--- src/rtl/adc_rd_pkg.sv ---
`timescale 1ns/1ps
package adc_rd_pkg;
    localparam int RES_W  = 16;
    localparam int BYTE_W = 8;

    typedef enum logic {
        CODE_OFFSET = 1'b0,
        CODE_TWOS   = 1'b1
    } out_code_e;

    typedef enum logic {
        MODE_PARALLEL = 1'b0,
        MODE_SERIAL   = 1'b1
    } bus_mode_e;
endpackage

--- src/rtl/rd_result_reg.sv ---
`timescale 1ns/1ps
module rd_result_reg
    import adc_rd_pkg::*;
#(
    parameter int DATA_W = RES_W
) (
    input  logic              clk,
    input  logic              rst_n,
    input  logic              load,
    input  logic [DATA_W-1:0] din,
    input  out_code_e         code,
    output logic [DATA_W-1:0] word_out
);
    typedef struct packed {
        logic [DATA_W-1:0] word;
    } res_state_t;

    res_state_t state_d, state_q;

    always_comb begin
        state_d = state_q;
        if (load) begin
            state_d.word = din;
        end
    end

    always_ff @(posedge clk or negedge rst_n) begin
        if (!rst_n) begin
            state_q <= '0;
        end else begin
            state_q <= state_d;
        end
    end

    // offset binary to two's complement: flip the sign position
    always_comb begin
        word_out = state_q.word;
        if (code == CODE_TWOS) begin
            word_out[DATA_W-1] = ~state_q.word[DATA_W-1];
        end
    end
endmodule

--- src/rtl/rd_lane_steer.sv ---
`timescale 1ns/1ps
module rd_lane_steer
    import adc_rd_pkg::*;
#(
    parameter int DATA_W = RES_W,
    parameter int LANE_W = BYTE_W
) (
    input  logic              swap,
    input  logic [DATA_W-1:0] din,
    output logic [DATA_W-1:0] dout
);
    localparam int NUM_LANES = DATA_W / LANE_W;

    for (genvar i = 0; i < NUM_LANES; i++) begin : g_lane
        localparam int SRC = NUM_LANES - 1 - i;
        assign dout[i*LANE_W +: LANE_W] = swap ? din[SRC*LANE_W +: LANE_W]
                                               : din[i*LANE_W +: LANE_W];
    end
endmodule

--- src/rtl/rd_serial_shift.sv ---
`timescale 1ns/1ps
module rd_serial_shift
    import adc_rd_pkg::*;
#(
    parameter int DATA_W = RES_W
) (
    input  logic              clk,
    input  logic              rst_n,
    input  logic              enable,
    input  logic              sclk,
    input  logic [DATA_W-1:0] word,
    output logic              sbit
);
    localparam int CNT_W = $clog2(DATA_W + 1);
    localparam logic [CNT_W-1:0] LAST = CNT_W'(DATA_W);

    typedef struct packed {
        logic [CNT_W-1:0] cnt;
        logic             sclk_q;
    } ser_state_t;

    ser_state_t state_d, state_q;
    logic       sclk_rise;
    logic [DATA_W-1:0] shifted;

    assign sclk_rise = sclk && !state_q.sclk_q;

    always_comb begin
        state_d        = state_q;
        state_d.sclk_q = sclk;
        if (!enable) begin
            state_d.cnt = '0;
        end else if (sclk_rise && (state_q.cnt < LAST)) begin
            state_d.cnt = state_q.cnt + 1'b1;
        end
    end

    always_ff @(posedge clk or negedge rst_n) begin
        if (!rst_n) begin
            state_q <= '0;
        end else begin
            state_q <= state_d;
        end
    end

    // shifting past the last bit leaves zeros at the top
    always_comb begin
        shifted = word << state_q.cnt;
        sbit    = shifted[DATA_W-1];
    end
endmodule

--- src/rtl/adc_readout_if.sv ---
`timescale 1ns/1ps
module adc_readout_if
    import adc_rd_pkg::*;
#(
    parameter int DATA_W = RES_W,
    parameter int LANE_W = BYTE_W
) (
    input  logic              clk,
    input  logic              rst_n,
    input  logic              res_valid,
    input  logic [DATA_W-1:0] res_data,
    input  logic              ser_sel,
    input  logic              cs_n,
    input  logic              rd_n,
    input  logic              lane_swap,
    input  logic              fmt_twos,
    input  logic              sclk,
    output logic [DATA_W-1:0] data_out,
    output logic              data_oe
);
    out_code_e         code;
    bus_mode_e         mode;
    logic [DATA_W-1:0] coded_word;
    logic [DATA_W-1:0] par_word;
    logic              ser_bit;
    logic              ser_en;

    assign code   = fmt_twos ? CODE_TWOS : CODE_OFFSET;
    assign mode   = ser_sel ? MODE_SERIAL : MODE_PARALLEL;
    assign ser_en = (mode == MODE_SERIAL) && !cs_n;

    rd_result_reg #(.DATA_W(DATA_W)) u_result (
        .clk      (clk),
        .rst_n    (rst_n),
        .load     (res_valid),
        .din      (res_data),
        .code     (code),
        .word_out (coded_word)
    );

    rd_lane_steer #(.DATA_W(DATA_W), .LANE_W(LANE_W)) u_steer (
        .swap (lane_swap),
        .din  (coded_word),
        .dout (par_word)
    );

    rd_serial_shift #(.DATA_W(DATA_W)) u_serial (
        .clk    (clk),
        .rst_n  (rst_n),
        .enable (ser_en),
        .sclk   (sclk),
        .word   (coded_word),
        .sbit   (ser_bit)
    );

    always_comb begin
        data_oe  = !(cs_n || rd_n);
        data_out = '0;
        if (data_oe) begin
            case (mode)
                MODE_PARALLEL: data_out = par_word;
                MODE_SERIAL:   data_out[0] = ser_bit;
                default:       data_out = '0;
            endcase
        end
    end
endmodule

--- config.mk ---
export PLATFORM = sky130hd
export DESIGN_NAME = adc_readout_if
export DESIGN_NICKNAME = d
export VERILOG_FILES = /design/src/rtl/adc_rd_pkg.sv /design/src/rtl/rd_result_reg.sv /design/src/rtl/rd_lane_steer.sv /design/src/rtl/rd_serial_shift.sv /design/src/rtl/adc_readout_if.sv
export SDC_FILE = /design/constraint.sdc
export NUM_CORES = 1
export LEC_CHECK = 0
export BUFFER_PORTS_ARGS = -buffer_cell sky130_fd_sc_hd__buf_2
export CELL_PAD_IN_SITES_DETAIL_PLACEMENT = 1
export CELL_PAD_IN_SITES_GLOBAL_PLACEMENT = 2
export CORE_ASPECT_RATIO = 2
export CORE_MARGIN = 2
export CORE_UTILIZATION = 33
export CTS_CLUSTER_SIZE = 30
export DETAILED_ROUTE_END_ITERATION = 8
export GPL_ROUTABILITY_DRIVEN = 0
export HOLD_SLACK_MARGIN = 0.03
export PLACE_DENSITY = 0.81
export REMOVE_ABC_BUFFERS = 1
export SYNTH_ARGS = -nofsm -noshare
export SYNTH_HDL_FRONTEND = slang
export SYNTH_SLANG_ARGS = --single-unit
export TNS_END_PERCENT = 50
--- constraint.sdc ---
create_clock -name clk -period 4.45 [get_ports clk]
set_input_delay 0.89 -clock clk [delete_from_list [all_inputs] [get_ports clk]]
set_output_delay 0.89 -clock clk [all_outputs]
set_load 0.02 [all_outputs]
# [After elaboration in Yosys (flattened, before gate mapping)]
# Index checks and enable logic that the tools add are counted.
[totals] output_inout_bits=17 romBits=0 latch_bits=0 input_bits=25 n_memories=0 ramBits=0 ff_bits=22
[classes] n_reduce_logical=7 magnitude_cmp=1 n_addsub=1 eq_ne=1 n_mux=10 n_div=0 shifts=1 bitwise_logic=2 multipliers=0
[ops] cell="two-way mux 16 bit" n=1
[ops] cell="two-way mux 8 bit" n=2
[ops] cell="<< shifter 16 x 5 -> 16 bit" n=1
[ops] cell="two-way mux 15 bit" n=1
[ops] cell="two-way mux 5 bit" n=2
[ops] cell="adder 5 x 1 -> 5 bit, second input constant" n=1
[ops] cell="< comparator 5 bit, second input constant" n=1
[ops] cell="logical AND 1 bit" n=3
[ops] cell="zero test 1 bit" n=3
[ops] cell="two-way mux 1 bit" n=3
[ops] cell="!= test 2 bit, second input constant" n=1
[ops] cell="NOT 1 bit" n=2
[ops] cell="one-hot mux 1 bit (2 select lines)" n=1
[ops] cell="logical OR 1 bit" n=1

# [Depth between registers and ports, before layout]
[logic_depth] word_depth=5 ltp_mapped=5

# [Modules after synthesis]
# A second synthesis with hierarchy kept.
[hier_totals] cells_unflattened=124 area_unflattened_um2=1579.0
[modules_own_cells] module="rd_result_reg" cells_each=50 area_per_inst_um2=770.7 n_inst=1 seq_area_each_um2=400.4
[modules_own_cells] module="rd_serial_shift" cells_each=35 area_per_inst_um2=410.4 n_inst=1 seq_area_each_um2=150.1
[modules_own_cells] module="rd_lane_steer" cells_each=18 area_per_inst_um2=249.0 n_inst=1 seq_area_each_um2=0.0
[modules_own_cells] module="adc_readout_if" cells_each=21 area_per_inst_um2=148.9 n_inst=1 seq_area_each_um2=0.0

# [Worst setup path before layout]
# No wires, ideal clock.
[synth_path] path_type="input port to output port" startpoint="input port fmt_twos" endpoint="output port data_out[0]" t_required_ns=3.560 slack_ns=1.573 path_buffers=0 path_stages=4 arrival_time_ns=1.987 path_cell_list="xnor2_1 a221oi_2 a211oi_1 o32ai_1"
[synth_between] elab_chain_cells=5
[synth_lines] item="start: declaration" line="adc_readout_if.sv:16" rtl="input logic fmt_twos,"
[synth_lines] item="two-way mux 1 bit" line="adc_readout_if.sv:28" rtl="assign code = fmt_twos ? CODE_TWOS : CODE_OFFSET;"
[synth_lines] item="two-way mux 1 bit" line="rd_result_reg.sv:38" rtl="if (code == CODE_TWOS) begin"
[synth_lines] item="<< shifter 16 x 5 -> 16 bit" line="rd_serial_shift.sv:48" rtl="shifted = word << state_q.cnt;"
[synth_lines] item="one-hot mux 1 bit (2 select lines)" line="adc_readout_if.sv:60" rtl="case (mode)"
[synth_lines] item="two-way mux 16 bit" line="adc_readout_if.sv:59" rtl="if (data_oe) begin"
[synth_lines] item="end: declaration" line="adc_readout_if.sv:18" rtl="output logic [DATA_W-1:0] data_out,"
# No other way between the ends.

# [Worst setup path in the final report]
[layout_path] startpoint="input port ser_sel" endpoint="output port data_out[7]"
[layout_between] elab_chain_cells=3
[layout_lines] item="start: declaration" line="adc_readout_if.sv:12" rtl="input logic ser_sel,"
[layout_lines] item="two-way mux 1 bit" line="adc_readout_if.sv:29" rtl="assign mode = ser_sel ? MODE_SERIAL : MODE_PARALLEL;"
[layout_lines] item="two-way mux 15 bit" line="adc_readout_if.sv:60"
[layout_lines] item="two-way mux 16 bit" line="adc_readout_if.sv:59"
# No other way between the ends.

==> reports/metrics.csv <==
metric;value;unit
status;complete, no violations;
Buffers on Ports;41;
CP max stage cell;or3_1;
grt total ovfl;0;
Post-synth top cells;nor2_1 (24), dfrtp_1 (22), mux2i_1 (19);
Die H;92.8;um
fin crit period;3.05;ns
Worst-path clk slew;0.08;ns
Reg area;551;um^2
Clock Latency Late Sink;0.27;ns
Area after DPL;1510;um^2
chip width;48.4;um
dominant synthesized flop cell;dfrtp_1;
Max Cap Violations;0;
count leader, synth;nor2_1;
Synth Cell Area;1300;um^2
design area;1560;um^2
pwr/cell area;287;nW/um^2
area of the core;3800;um^2
multi-input logic area;694;um^2
Die ar.;4490;um^2
DR pass1 iterations;4;
CP Class;input pin to output pin;
# IOs;42;
crit-path leading delay family;simple AND/OR/NAND/NOR gates;
global-route wire length before repair;5.41;mm
routed wire length;3.22;mm
asr flop ratio synth;100;%
initial core utilization;34.2;%
Max Slew Vio Count;0;
Post-CTS Resized;0;
fmax;0.328;GHz
Root Driver;clkbuf_8;
share of cells above drive strength 1;44.4;%
Slew HR;60.9;%
Max clock buf depth;2;
type of the most critical hold path;register to register;
Crit Path Max Fanout;16;
number of global-route vias before repair;1135;
site row count;32;
Yosys top cell area share;42.3;%
final hold vios;0;
Avg WL per Cell;15.9;um
slowest stage delay, CP;0.63;ns
CP cell instances;buf_2, or3_1, a211oi_1, buf_2;
initial antenna violation count;0;
n_diodes;0;
Tcrit/Tclk final;68.5;%
Fin Hold WS;0.534;ns
CP endpoint kind;output pin;
slew at the pin with the worst max-slew slack;0.587;ns
cell mode on critical path;buf_2;
Worst Skew;0.00199;ns
H-tree levels;1;
CP required;3.56;ns
First DRT Iteration DRCs;13;
Synth area leader;dfrtp_1;
Setup Buffers After CTS;0;
synth top area cells;dfrtp_1 (42%), mux2_2 (15%), mux2i_1 (15%), nor2_1 (6.9%), nor3b_2 (2.9%);
Vias/cell;5.10;
nets;179;
GR Util All Layers;16.0;%
CTS buffer count;3;
Post-synth EDFFs;0;
Worst Path Arrival;2.16;ns
P_leak;0.000730;uW
area delta synth->final;19.5;%
via count of the routed design;1031;
cells after synthesis;116;
final setup violation count;0;
syn_area_per_cell;11.2;um^2
RSZ-0062 raised after global routing;false;
Seq cells post-synth;22;
critical path startpoint category;input pin;
post-cts hold buffer count;0;
sequential fraction of the synthesis area;42.3;%
yosys warns;0;
TritonCTS clock tree;built;
Netlist cell types;24;
Post-DP HPWL;2.51;mm
drt drc;0;
WP buf/inv;2;
PnR Total Power;446;uW
largest net degree at the start of global routing;23;
final setup TNS;0;ns
clock sink count;22;
post-detailed-route count of antenna-violating nets;0;
fillers;438;
Max rail drop VDD;0.000162;V
## state kept, by name (all words and copies together) (netlist names)
register          flops
u_result.state_q     16
u_serial.state_q      6
## through the flow
step,setup slack (ns),instances,util (%)
after floorplan,1.55,107,-
after global placement,1.47,199,39.8
after detailed placement,1.39,199,39.8
after CTS,1.39,202,40.9
after global routing,1.33,202,40.9
final,1.40,202,40.9
## final cells by class
| type | instances | share of cell area, % |
|---|---|---|
| Tap cell | 51 | 4.10 |
| Multi-Input combinational cell | 85 | 44.7 |
| Sequential cell | 22 | 35.4 |
| Clock buffer | 3 | 2.65 |
| Timing Repair Buffer | 41 | 13.2 |
## layout by cell type, fill, tap and decap left out, drive strengths merged, types with 2 or more instances in the layout
cell type	netlist	layout
nand4	3	3
xor2	2	2
mux2i	19	19
nor3b	3	3
clkbuf	1	3
buf	8	41
dfrtp	22	22
nand2	2	2
mux2	17	17
nor2	24	24
xnor2	2	2
a211oi	2	2
## routing by layer
| layer | track usage, % | up-vias | part of all wire (%) |
|---|---|---|---|
| li1 | - | 482 | - |
| met1 | 16.2 | 515 | 35 |
| met5 | 0 | - | 0 |
| met4 | 10.0 | 0 | 3.8 |
| met3 | 2.26 | 10 | 3.3 |
| met2 | 29.9 | 24 | 57 |
## where the power goes
| part | total, uW | internal [uW] | switching (uW) |
|---|---|---|---|
| clock network | 128 | 60.7 | 67.4 |
| logic | 86.3 | 43.6 | 42.7 |
| registers | 232 | 215 | 16.6 |
| total | 446 | 319 | 127 |
## worst register-to-register path: stages, from the launching register on
cell     delay (ns)
dfrtp_1        0.42
nor3b_2        0.42
nand4_1        0.17
xor2_1         0.17
nor2_1         0.09
## worst paths after layout
check,from,slack [ns],cells past startpoint,end
max in group asynchronous,rst_n,3.52,1,u_result.state_q[1]
hold / removal,u_result.state_q[15],0.53,1,u_result.state_q[15]
setup / recovery,ser_sel,1.40,4,data_out[7]
min in group asynchronous,rst_n,0.58,1,u_serial.state_q[0]
hold reg to reg,u_result.state_q[15],0.53,1,u_result.state_q[15]
setup reg to reg,u_serial.state_q[5],3.12,4,u_serial.state_q[4]
## logic make-up (layout without fill, tap and decap cells)
| logic type | after synthesis | after routing | synth area share (%) |
|---|---|---|---|
| compound gates | 7 | 7 | 4.71 |
| xor+xnor | 4 | 4 | 2.69 |
| fa+ha+maj | 1 | 1 | 0.961 |
| buf+inv | 9 | 44 | 4.33 |
| flops | 22 | 22 | 42.3 |
| mux | 37 | 37 | 31.1 |
| simple gates | 36 | 36 | 13.9 |
Power figures use the tool's default switching activity.
